===== src/rtl/vipt_pkg.sv =====
`timescale 1ns/1ps
package vipt_pkg;

    typedef enum logic {
        LK_IDLE = 1'b0,
        LK_WAIT = 1'b1
    } lk_state_e;

    // next position of a round-robin pointer over n entries
    function automatic int unsigned wrap_inc(input int unsigned v, input int unsigned n);
        return (v + 1 >= n) ? 0 : v + 1;
    endfunction

endpackage


===== src/rtl/vipt_tag_array.sv =====
`timescale 1ns/1ps
module vipt_tag_array #(
    parameter int SETS  = 16,
    parameter int WAYS  = 2,
    parameter int TAG_W = 6,
    parameter int IDX_W = 4,
    parameter int WAY_W = 1
) (
    input  logic             clk,
    input  logic             rst,
    input  logic [IDX_W-1:0] lk_idx,
    input  logic [TAG_W-1:0] lk_tag,
    output logic [WAYS-1:0]  hit_vec,
    input  logic             fill_en,
    input  logic [IDX_W-1:0] fill_idx,
    input  logic [TAG_W-1:0] fill_tag,
    output logic [WAY_W-1:0] fill_way
);
    logic [WAYS-1:0]  valid_q [SETS];
    logic [TAG_W-1:0] tag_q   [SETS][WAYS];
    logic [WAY_W-1:0] vptr_q  [SETS];

    logic [WAYS-1:0] fill_match;
    logic [WAYS-1:0] fill_free;
    logic            evict;

    for (genvar g = 0; g < WAYS; g++) begin : g_way
        assign hit_vec[g]    = valid_q[lk_idx][g] && (tag_q[lk_idx][g] == lk_tag);
        assign fill_match[g] = valid_q[fill_idx][g] && (tag_q[fill_idx][g] == fill_tag);
        assign fill_free[g]  = !valid_q[fill_idx][g];
    end

    // placement: same tag first, then lowest invalid way, then victim pointer
    always_comb begin
        fill_way = vptr_q[fill_idx];
        evict    = 1'b1;
        if (|fill_match) begin
            evict = 1'b0;
            for (int w = WAYS - 1; w >= 0; w--)
                if (fill_match[w]) fill_way = WAY_W'(w);
        end else if (|fill_free) begin
            evict = 1'b0;
            for (int w = WAYS - 1; w >= 0; w--)
                if (fill_free[w]) fill_way = WAY_W'(w);
        end
    end

    always_ff @(posedge clk) begin
        if (rst) begin
            for (int s = 0; s < SETS; s++) begin
                valid_q[s] <= '0;
                vptr_q[s]  <= '0;
            end
        end else if (fill_en) begin
            valid_q[fill_idx][fill_way] <= 1'b1;
            if (evict)
                vptr_q[fill_idx] <= WAY_W'(vipt_pkg::wrap_inc(int'(vptr_q[fill_idx]), WAYS));
        end
    end

    always_ff @(posedge clk) begin
        if (fill_en) tag_q[fill_idx][fill_way] <= fill_tag;
    end

endmodule


===== src/rtl/vipt_data_array.sv =====
`timescale 1ns/1ps
module vipt_data_array #(
    parameter int SETS       = 16,
    parameter int WAYS       = 2,
    parameter int LINE_BYTES = 4,
    parameter int IDX_W      = 4,
    parameter int OFF_W      = 2,
    parameter int WAY_W      = 1
) (
    input  logic                    clk,
    input  logic                    fill_en,
    input  logic [IDX_W-1:0]        fill_idx,
    input  logic [WAY_W-1:0]        fill_way,
    input  logic [LINE_BYTES*8-1:0] fill_line,
    input  logic                    wr_en,
    input  logic [IDX_W-1:0]        acc_idx,
    input  logic [OFF_W-1:0]        acc_off,
    input  logic [WAYS-1:0]         acc_way_vec,
    input  logic [7:0]              wr_byte,
    output logic [7:0]              rd_byte
);
    localparam int LINE_W = LINE_BYTES * 8;

    logic [LINE_W-1:0] mem_q [SETS][WAYS];
    logic [7:0]        way_byte [WAYS];

    for (genvar g = 0; g < WAYS; g++) begin : g_rd
        assign way_byte[g] = mem_q[acc_idx][g][8*int'(acc_off) +: 8];
    end

    always_comb begin
        rd_byte = '0;
        for (int w = 0; w < WAYS; w++)
            if (acc_way_vec[w]) rd_byte = rd_byte | way_byte[w];
    end

    always_ff @(posedge clk) begin
        if (fill_en) mem_q[fill_idx][fill_way] <= fill_line;
        if (wr_en) begin
            for (int w = 0; w < WAYS; w++)
                if (acc_way_vec[w]) mem_q[acc_idx][w][8*int'(acc_off) +: 8] <= wr_byte;
        end
    end

endmodule


===== src/rtl/vipt_lookup_ctrl.sv =====
`timescale 1ns/1ps
module vipt_lookup_ctrl #(
    parameter int VA_W       = 14,
    parameter int PA_W       = 12,
    parameter int PAGE_OFF_W = 6,
    parameter int OFF_W      = 2,
    parameter int IDX_W      = 4,
    parameter int TAG_W      = 6,
    parameter int WAYS       = 2
) (
    input  logic                       clk,
    input  logic                       rst,
    input  logic                       req_valid,
    output logic                       req_ready,
    input  logic [VA_W-1:0]            req_vaddr,
    input  logic                       req_write,
    input  logic [7:0]                 req_wdata,
    input  logic                       ppn_valid,
    input  logic [PA_W-PAGE_OFF_W-1:0] ppn,
    input  logic [WAYS-1:0]            hit_vec,
    input  logic [7:0]                 rd_byte,
    output logic [IDX_W-1:0]           lk_idx,
    output logic [OFF_W-1:0]           lk_off,
    output logic [TAG_W-1:0]           lk_tag,
    output logic                       wr_en,
    output logic [7:0]                 wr_byte,
    output logic                       pend_write,
    output logic                       resp_valid,
    output logic                       resp_hit,
    output logic [7:0]                 resp_rdata,
    output logic                       miss_valid,
    output logic [PA_W-OFF_W-1:0]      miss_line_addr
);
    import vipt_pkg::*;

    lk_state_e             state_q;
    logic [PAGE_OFF_W-1:0] pgoff_q;
    logic                  wr_q;
    logic [7:0]            wdata_q;
    logic [PA_W-1:0]       pa;
    logic                  fire;
    logic                  hit;

    // page-offset bits are identical before and after translation
    assign lk_off  = pgoff_q[OFF_W-1:0];
    assign lk_idx  = pgoff_q[OFF_W +: IDX_W];
    assign pa      = {ppn, pgoff_q};
    assign lk_tag  = pa[PA_W-1 -: TAG_W];

    assign req_ready  = (state_q == LK_IDLE);
    assign fire       = (state_q == LK_WAIT) && ppn_valid;
    assign hit        = |hit_vec;
    assign wr_en      = fire && hit && wr_q;
    assign wr_byte    = wdata_q;
    assign pend_write = wr_q;

    always_ff @(posedge clk) begin
        if (rst) begin
            state_q        <= LK_IDLE;
            pgoff_q        <= '0;
            wr_q           <= 1'b0;
            wdata_q        <= '0;
            resp_valid     <= 1'b0;
            resp_hit       <= 1'b0;
            resp_rdata     <= '0;
            miss_valid     <= 1'b0;
            miss_line_addr <= '0;
        end else begin
            resp_valid <= fire;
            resp_hit   <= fire && hit;
            resp_rdata <= (fire && hit && !wr_q) ? rd_byte : 8'h00;
            miss_valid <= fire && !hit && !wr_q;
            if (fire) miss_line_addr <= pa[PA_W-1:OFF_W];

            unique case (state_q)
                LK_IDLE: if (req_valid) begin
                    state_q <= LK_WAIT;
                    pgoff_q <= req_vaddr[PAGE_OFF_W-1:0];
                    wr_q    <= req_write;
                    wdata_q <= req_wdata;
                end
                LK_WAIT: if (ppn_valid) state_q <= LK_IDLE;
                default: state_q <= LK_IDLE;
            endcase
        end
    end

endmodule


===== src/rtl/vipt_cache.sv =====
`timescale 1ns/1ps
module vipt_cache #(
    parameter int VA_W       = 14,
    parameter int PA_W       = 12,
    parameter int PAGE_OFF_W = 6,
    parameter int SETS       = 16,
    parameter int WAYS       = 2,
    parameter int LINE_BYTES = 4,
    localparam int OFF_W     = $clog2(LINE_BYTES),
    localparam int IDX_W     = $clog2(SETS),
    localparam int TAG_W     = PA_W - OFF_W - IDX_W,
    localparam int PPN_W     = PA_W - PAGE_OFF_W,
    localparam int LINE_A_W  = PA_W - OFF_W,
    localparam int WAY_W     = (WAYS > 1) ? $clog2(WAYS) : 1
) (
    input  logic                    clk,
    input  logic                    rst,
    input  logic                    req_valid,
    output logic                    req_ready,
    input  logic [VA_W-1:0]         req_vaddr,
    input  logic                    req_write,
    input  logic [7:0]              req_wdata,
    input  logic                    ppn_valid,
    input  logic [PPN_W-1:0]        ppn,
    output logic                    resp_valid,
    output logic                    resp_hit,
    output logic [7:0]              resp_rdata,
    output logic                    miss_valid,
    output logic [LINE_A_W-1:0]     miss_line_addr,
    input  logic                    fill_valid,
    input  logic [LINE_A_W-1:0]     fill_line_addr,
    input  logic [LINE_BYTES*8-1:0] fill_data
);
    logic [IDX_W-1:0] lk_idx;
    logic [OFF_W-1:0] lk_off;
    logic [TAG_W-1:0] lk_tag;
    logic [WAYS-1:0]  hit_vec;
    logic [WAY_W-1:0] fill_way;
    logic [7:0]       rd_byte;
    logic [7:0]       wr_byte;
    logic             wr_en;
    logic             pend_write;

    vipt_lookup_ctrl #(
        .VA_W(VA_W), .PA_W(PA_W), .PAGE_OFF_W(PAGE_OFF_W),
        .OFF_W(OFF_W), .IDX_W(IDX_W), .TAG_W(TAG_W), .WAYS(WAYS)
    ) u_ctrl (
        .clk(clk), .rst(rst),
        .req_valid(req_valid), .req_ready(req_ready), .req_vaddr(req_vaddr),
        .req_write(req_write), .req_wdata(req_wdata),
        .ppn_valid(ppn_valid), .ppn(ppn),
        .hit_vec(hit_vec), .rd_byte(rd_byte),
        .lk_idx(lk_idx), .lk_off(lk_off), .lk_tag(lk_tag),
        .wr_en(wr_en), .wr_byte(wr_byte), .pend_write(pend_write),
        .resp_valid(resp_valid), .resp_hit(resp_hit), .resp_rdata(resp_rdata),
        .miss_valid(miss_valid), .miss_line_addr(miss_line_addr)
    );

    vipt_tag_array #(
        .SETS(SETS), .WAYS(WAYS), .TAG_W(TAG_W), .IDX_W(IDX_W), .WAY_W(WAY_W)
    ) u_tags (
        .clk(clk), .rst(rst),
        .lk_idx(lk_idx), .lk_tag(lk_tag), .hit_vec(hit_vec),
        .fill_en(fill_valid),
        .fill_idx(fill_line_addr[IDX_W-1:0]),
        .fill_tag(fill_line_addr[IDX_W +: TAG_W]),
        .fill_way(fill_way)
    );

    vipt_data_array #(
        .SETS(SETS), .WAYS(WAYS), .LINE_BYTES(LINE_BYTES),
        .IDX_W(IDX_W), .OFF_W(OFF_W), .WAY_W(WAY_W)
    ) u_data (
        .clk(clk),
        .fill_en(fill_valid),
        .fill_idx(fill_line_addr[IDX_W-1:0]),
        .fill_way(fill_way),
        .fill_line(fill_data),
        .wr_en(wr_en),
        .acc_idx(lk_idx), .acc_off(lk_off), .acc_way_vec(hit_vec),
        .wr_byte(wr_byte), .rd_byte(rd_byte)
    );

endmodule


===== config.mk =====
export PLATFORM = sky130hd
export DESIGN_NAME = vipt_cache
export DESIGN_NICKNAME = d
export VERILOG_FILES = /design/src/rtl/vipt_pkg.sv /design/src/rtl/vipt_tag_array.sv /design/src/rtl/vipt_data_array.sv /design/src/rtl/vipt_lookup_ctrl.sv /design/src/rtl/vipt_cache.sv
export SDC_FILE = /design/constraint.sdc
export NUM_CORES = 2
export LEC_CHECK = 0
export BUFFER_PORTS_ARGS = -buffer_cell sky130_fd_sc_hd__buf_2
export CORE_MARGIN = 2
export CORE_UTILIZATION = 58
export DETAILED_ROUTE_END_ITERATION = 10
export PLACE_DENSITY = 0.77
export SLEW_MARGIN = 20
export SYNTH_ARGS = -nofsm -noshare
export SYNTH_HDL_FRONTEND = slang
export SYNTH_SLANG_ARGS = --single-unit

===== constraint.sdc =====
create_clock -name clk -period 3.83 [get_ports clk]
set_clock_uncertainty 0.05 [all_clocks]
set_input_delay 0.1915 -clock clk [delete_from_list [all_inputs] [get_ports clk]]
set_output_delay 0.1915 -clock clk [all_outputs]
set_load 0.03 [all_outputs]

== Yosys cells after proc, flatten, opt, wreduce, memory -nomap -nowiden ==
Memory sizes are Yosys's and may differ from the RTL's. A register that Yosys moved wholly into a read port is not among the register bits.
Index checks and enable logic that the tools add are counted.
Operators by class
  $add $sub $neg: 2
  magnitude comparators: 5
  eq/ne operators: 4
  shifts and indexed selects: 4
  muxes and demuxes: 49
  bitwise operators: 4
  reduce and logical (&&, ||, !) cells: 23
Operators with widths (count)
  $mux 32: 3
  $mux 64: 1
  $shiftx 32x6->8: 2
  $neg 5->33: 1
  $shift 8x33->32 const A: 1
  $shiftx 8x33->32: 1
  $demux 32 s1: 1
  $mux 4: 8
  $mux 1: 26
  $eq 6x6->1: 4
  $mux 8: 2
  $logic_and 1x1->1: 12
  $mux 12: 1
  $reduce_or 2->1: 5
  $or 8x8->8: 1
  $demux 6 s1: 1
  $mux 2: 3
  $mux 6: 1
  $ge 2x2->1 const B: 2
  $logic_not 1->1: 4
  $add 1x1->2 const B: 1
  $lt 1x2->1 const B: 1
  $lt 2x1->1 const B: 1
  $not 1->1: 2
  other kinds (6): 6
Word-level totals
  flip-flop bits (word level): 37
  RAM bits: 1264
  bits of input ports: 76
  output and inout bits: 22
  logic and storage cells: 104
  memories kept: 4
Memories
  u_data.mem_q: depth 16, bits a word 64, rd ports 1, clocked after Yosys merged registers in 1, write ports 2, RTL line vipt_data_array.sv:24  | logic [LINE_W-1:0] mem_q [SETS][WAYS];
  u_tags.tag_q: depth 16, bits a word 12, rd ports 2, clocked after Yosys merged registers in 1, write ports 1, RTL line vipt_tag_array.sv:20  | logic [TAG_W-1:0] tag_q [SETS][WAYS];
  u_tags.valid_q: depth 16, bits a word 2, rd ports 2, clocked after Yosys merged registers in 1, write ports 16, RTL line vipt_tag_array.sv:19  | logic [WAYS-1:0] valid_q [SETS];
  u_tags.vptr_q: depth 16, bits a word 1, rd ports 1, clocked after Yosys merged registers in 0, write ports 16, RTL line vipt_tag_array.sv:21  | logic [WAY_W-1:0] vptr_q [SETS];

== Logic depth before layout (Yosys ltp) ==
An unclocked memory read counts as a cell.
  depth in word-level cells: 13
  depth in mapped cells: 15

== Cells and area by module ==
A second synthesis with hierarchy kept.
Unflattened totals
  cell total of the unflattened synthesis: 5366
  area, all modules: 64664.5 um^2
Modules (own cells, without submodules)
  vipt_data_array: times used 1, cells each 4468, area each 50780.0 um^2
  vipt_tag_array: times used 1, cells each 753, area each 12290.5 um^2
  vipt_lookup_ctrl: times used 1, cells each 145, area each 1594.0 um^2

== Worst setup path before layout ==
OpenSTA, ideal clock, no wires.
  kind: reg-to-reg
  start: register (tool-made name)
  end: memory u_data.mem_q[3][24] (netlist name), enable pin
  data arrival time: 3.496 ns
  data required time: 3.396 ns
  path slack: -0.100 ns
  cell stages (with the launch flop): 13
  buffers on the path: 5
  path through: dfxtp_1 -> clkbuf_1 -> buf_2 -> buf_1 -> mux4_2 -> mux4_2 -> xnor2_1 -> nand4_1 -> nor4_2 -> buf_6 -> buf_8 -> nand3_4 -> o21ai_0
RTL lines (RTL line)
  end, declared: vipt_data_array.sv:24

==> metrics.md <==
| Metric | Value |
|---|---|
| Sink Count | 1,305 |
| CTS root buffer | clkbuf_16 |
| Worst vdd ir | 478 uV |
| Ranking of synthesized cells by area | edfxtp_1 (56%), mux4_2 (16%), o21ai_0 (4.9%) |
| Hold crit path type | in2reg |
| Post-synth EDFFs | 1,232 |
| DP Area | 70,000 um2 |
| Clock-pin slew on the worst setup and hold paths | 0.06 ns |
| Critical path class | reg2reg |
| Critical path launch point type | flop |
| Nets@finish | 4,872 |
| Place WS | -0.0919 ns |
| Mapped Avg Cell Area | 14.5 um2 |
| Row count | 123 |
| Hold Fails Final Rpt | 0 |
| Adder-Cell Fraction of Synth Area | 0.0949% |
| Final Instance Area | 75,700 um2 |
| Grt met1 use | 44.0% |
| Vias in the first global route | 42.6k |
| CTS Buf Count | 139 |
| Initial Util | 58.5% |
| TNS Setup | -0.00173 ns |
| Crit end category | flop |
| Post-synthesis simple-gate area fraction | 7.31% |
| Post-DP HPWL | 125 mm |
| Via density | 6.88 |
| Failing checks | setup timing |
| Max-Cap Viols | 0 |
| Initial antenna violation count | 11 |
| Yosys top cell by area | edfxtp_1 |
| CP Max Fanout | 8 |
| Routed len/inst | 31.2 um |
| GRT met2 Usage | 52.0% |
| Post-Syn Nets | 4,618 |
| FMAX | 0.261 GHz |
| 1st-pass router iterations | 7 |
| Pin count of the biggest net entering global routing | 97 |
| Routed via count | 44.1k |
| Clock Latency Late Sink | 0.76 ns |
| Die Area | 116,000 um2 |
| Fin crit period | 3.83 ns |
| Gr busiest metal | met2 |
| Unrepaired setup endpoints after global routing | true |
| DRC | 0 |
| Final GP Congestion | 0.898 |
| Core Area | 113,000 um2 |
| Clock tree from TritonCTS | done |
| Unique masters post-synth | 58 |
| Post-route ant nets | 0 |
| Ys flop type | edfxtp_1 |
| Synth Area in Compound Gates | 5.97% |
| Post-synth ARST share | 0% |
| XOR/XNOR Fraction of Synth Area | 0.319% |
| Worst EP required | 4.22 ns |
| Area fraction of the dominant cell type after synthesis | 56.1% |
| Inst Count DP | 6,088 |
| Worst slew pin tran | 1.29 ns |
| Critical Path AT | 4.23 ns |
| Count of final max-slew check failures | 0 |
| Chip Width | 341 um |
| # fillers | 7,458 |
| M3 GR Usage | 9.68% |
| GR Overflow Total | 0 |
| Max-slew headroom | 13.7% |
| Pwr Density | 426 nW/um2 |
| Clock buffer depth | 3 |
| Tcrit/Tclk final | 100% |
| Final setup violation count | 2 |
| Post-Syn Instances | 4,537 |
| Synthesis warning total | 0 |
| Largest family of logic cells by synthesized area | multiplexers |
| Layout cells sized above 1 | 33.3% |
| Outcome | complete, but fails checks |
| First-pass GRT wire length | 286 mm |
| Non-Filler Instances | 6,413 |
| H-Tree Depth | 4 |
| Post-synthesis sequential area ratio | 58.3% |
| I/O Pins | 98 |
| IO buf count | 89 |
| Cell Area, Synth | 65,900 um2 |
| Layout overhead on the synthesized area | 14.9% |
| Initial DRC Count | 7,269 |
| Die Ht | 341 um |
| Final wirelength | 200 mm |
| Mux contribution to synthesized area | 25.0% |
| Flops & latches, synth | 1,305 |
| Gr usage total | 33.8% |
| Worst Slack Setup Final | -0.00105 ns |
| Leak pwr | 0.0256 uW |
==> critical path: stages, from the launching register on <==
cell	delay (ns)
dfxtp_4	0.43
buf_12	0.14
buf_4	0.16
mux4_2	0.56
mux4_2	0.52
xnor2_2	0.15
nand4_1	0.11
nor4_2	0.24
clkbuf_8	0.33
clkbuf_16	0.24
nand3_2	0.13
o21ai_0	0.18
buf_4	0.23
==> logic make-up after synthesis <==
family | after synthesis
and+or+nand+nor | 966
xor gates and xnor gates | 24
AOI/OAI and AO/OA | 747
DFF | 1305
muxes | 1009
adders and majority gates | 5
buffers and inverters | 481
==> synthesized netlist by cell type (all sizes together), types with 2 or more instances <==
cell,count
a221oi,3
edfxtp,1232
o31ai,30
o22ai,8
nand2,629
mux2,522
nand3b,3
nand3,154
or2,2
or4b,2
xnor2,14
dfxtp,73
ha,5
o21ai,641
nand4b,3
nor2b,8
buf,145
nor3b,4
mux4,456
nor3,9
and3,2
inv,11
mux2i,31
a22o,6
nand2b,39
and2,34
xor2,10
nand4,4
o221ai,2
clkbuf,325
a21oi,31
o21bai,16
nor4,2
nor2,68
==> sequential cells by signal, indices dropped and copies added, names as in the netlist, 6 cells and up, named ones only <==
name and count:
u_tags.tag_q 192, u_ctrl.resp_rdata 8, u_ctrl.miss_line_addr 10, u_data.mem_q 1024, u_tags.valid_q 32, u_ctrl.wr_byte 8
u_tags.vptr_q 16, u_ctrl.pgoff_q 6
==> metrics by stage <==
stage,total power [uW],hold WS (ns),utilization (%)
after floorplan,17700,0.240,-
after global placement,18500,0.388,62.2
after detailed placement,18600,0.390,62.2
after CTS,32200,0.0110,66.7
after global routing,32900,0.0343,67.2
final,32300,0.0373,67.2
==> placed cells by master (no fill, tap or decap), types with 6 or more instances in the layout <==
master         count
clkbuf_16        150
dlygate4sd3_1     38
mux2_1           234
nand3_4           51
nand2_1          628
nor2_2             8
o22ai_1            8
bufinv_16         15
a22o_1             6
o21ai_1           28
clkinv_1          29
xor2_1            10
diode_2           11
o31ai_1           29
mux2i_1           31
buf_6             28
inv_1             10
mux2_2           283
clkinv_2          16
buf_12            24
xnor2_1           13
buf_2             99
buf_16             7
clkbuf_8           9
o21bai_1          16
nand3_1           79
nor2b_1            7
nand3_2           25
clkbuf_1          26
nor2_1            60
and2_0            32
a21oi_1           31
o21ai_2           38
o21ai_0          575
buf_4            379
dfxtp_1           69
mux4_2           456
nand2b_1          39
edfxtp_1        1232
==> routing by layer <==
metal	part of all wire [%]	vias to the layer above
li1	-	18100
met1	34	22100
met2	46	3327
met5	0.016	-
met3	14	606
met4	6.1	4
==> area by class of cell <==
class	count	area, um2	area share [%]
antenna	11	27.5	0.0363
clock buffer	180	3860	5.10
clock inverter	72	763	1.01
inverter	11	41.3	0.0545
multi-input combinational	2752	25800	34.1
sequential	1305	38500	50.8
tap	1500	1880	2.48
timing repair buffer	582	4870	6.43
==> repair_timing <==
| item | CTS | global route |
|---|---|---|
| endpoints found under the hold margin | 153 | 4 |
| gates resized for setup | 12 | 85 |
| pin swaps | 1 | 2 |
| gates cloned | 3 | 17 |
| buffers inserted | 3 | 1 |
| hold buffers | 37 | 1 |
| endpoints found under the setup margin | 398 | 1086 |
==> power by group <==
part | switching, uW | total, uW | internal [uW]
logic | 1530 | 2650 | 1120
clock network | 5690 | 13800 | 8120
registers | 106 | 15800 | 15700
==> path summary, 6_finish.rpt <==
path	slack (ns)	to	startpoint	depth (start not counted)
max reg2reg	-0.001	u_data.mem_q[3][52]	flop	12
min reg2reg	0.40	u_ctrl.miss_line_addr[4]	u_ctrl.miss_line_addr[4]	2
max	-0.001	u_data.mem_q[3][52]	flop	12
min	0.04	u_tags.valid_q[10][0]	fill_valid	5
Note: power is estimated with default switching activity, not from simulation.
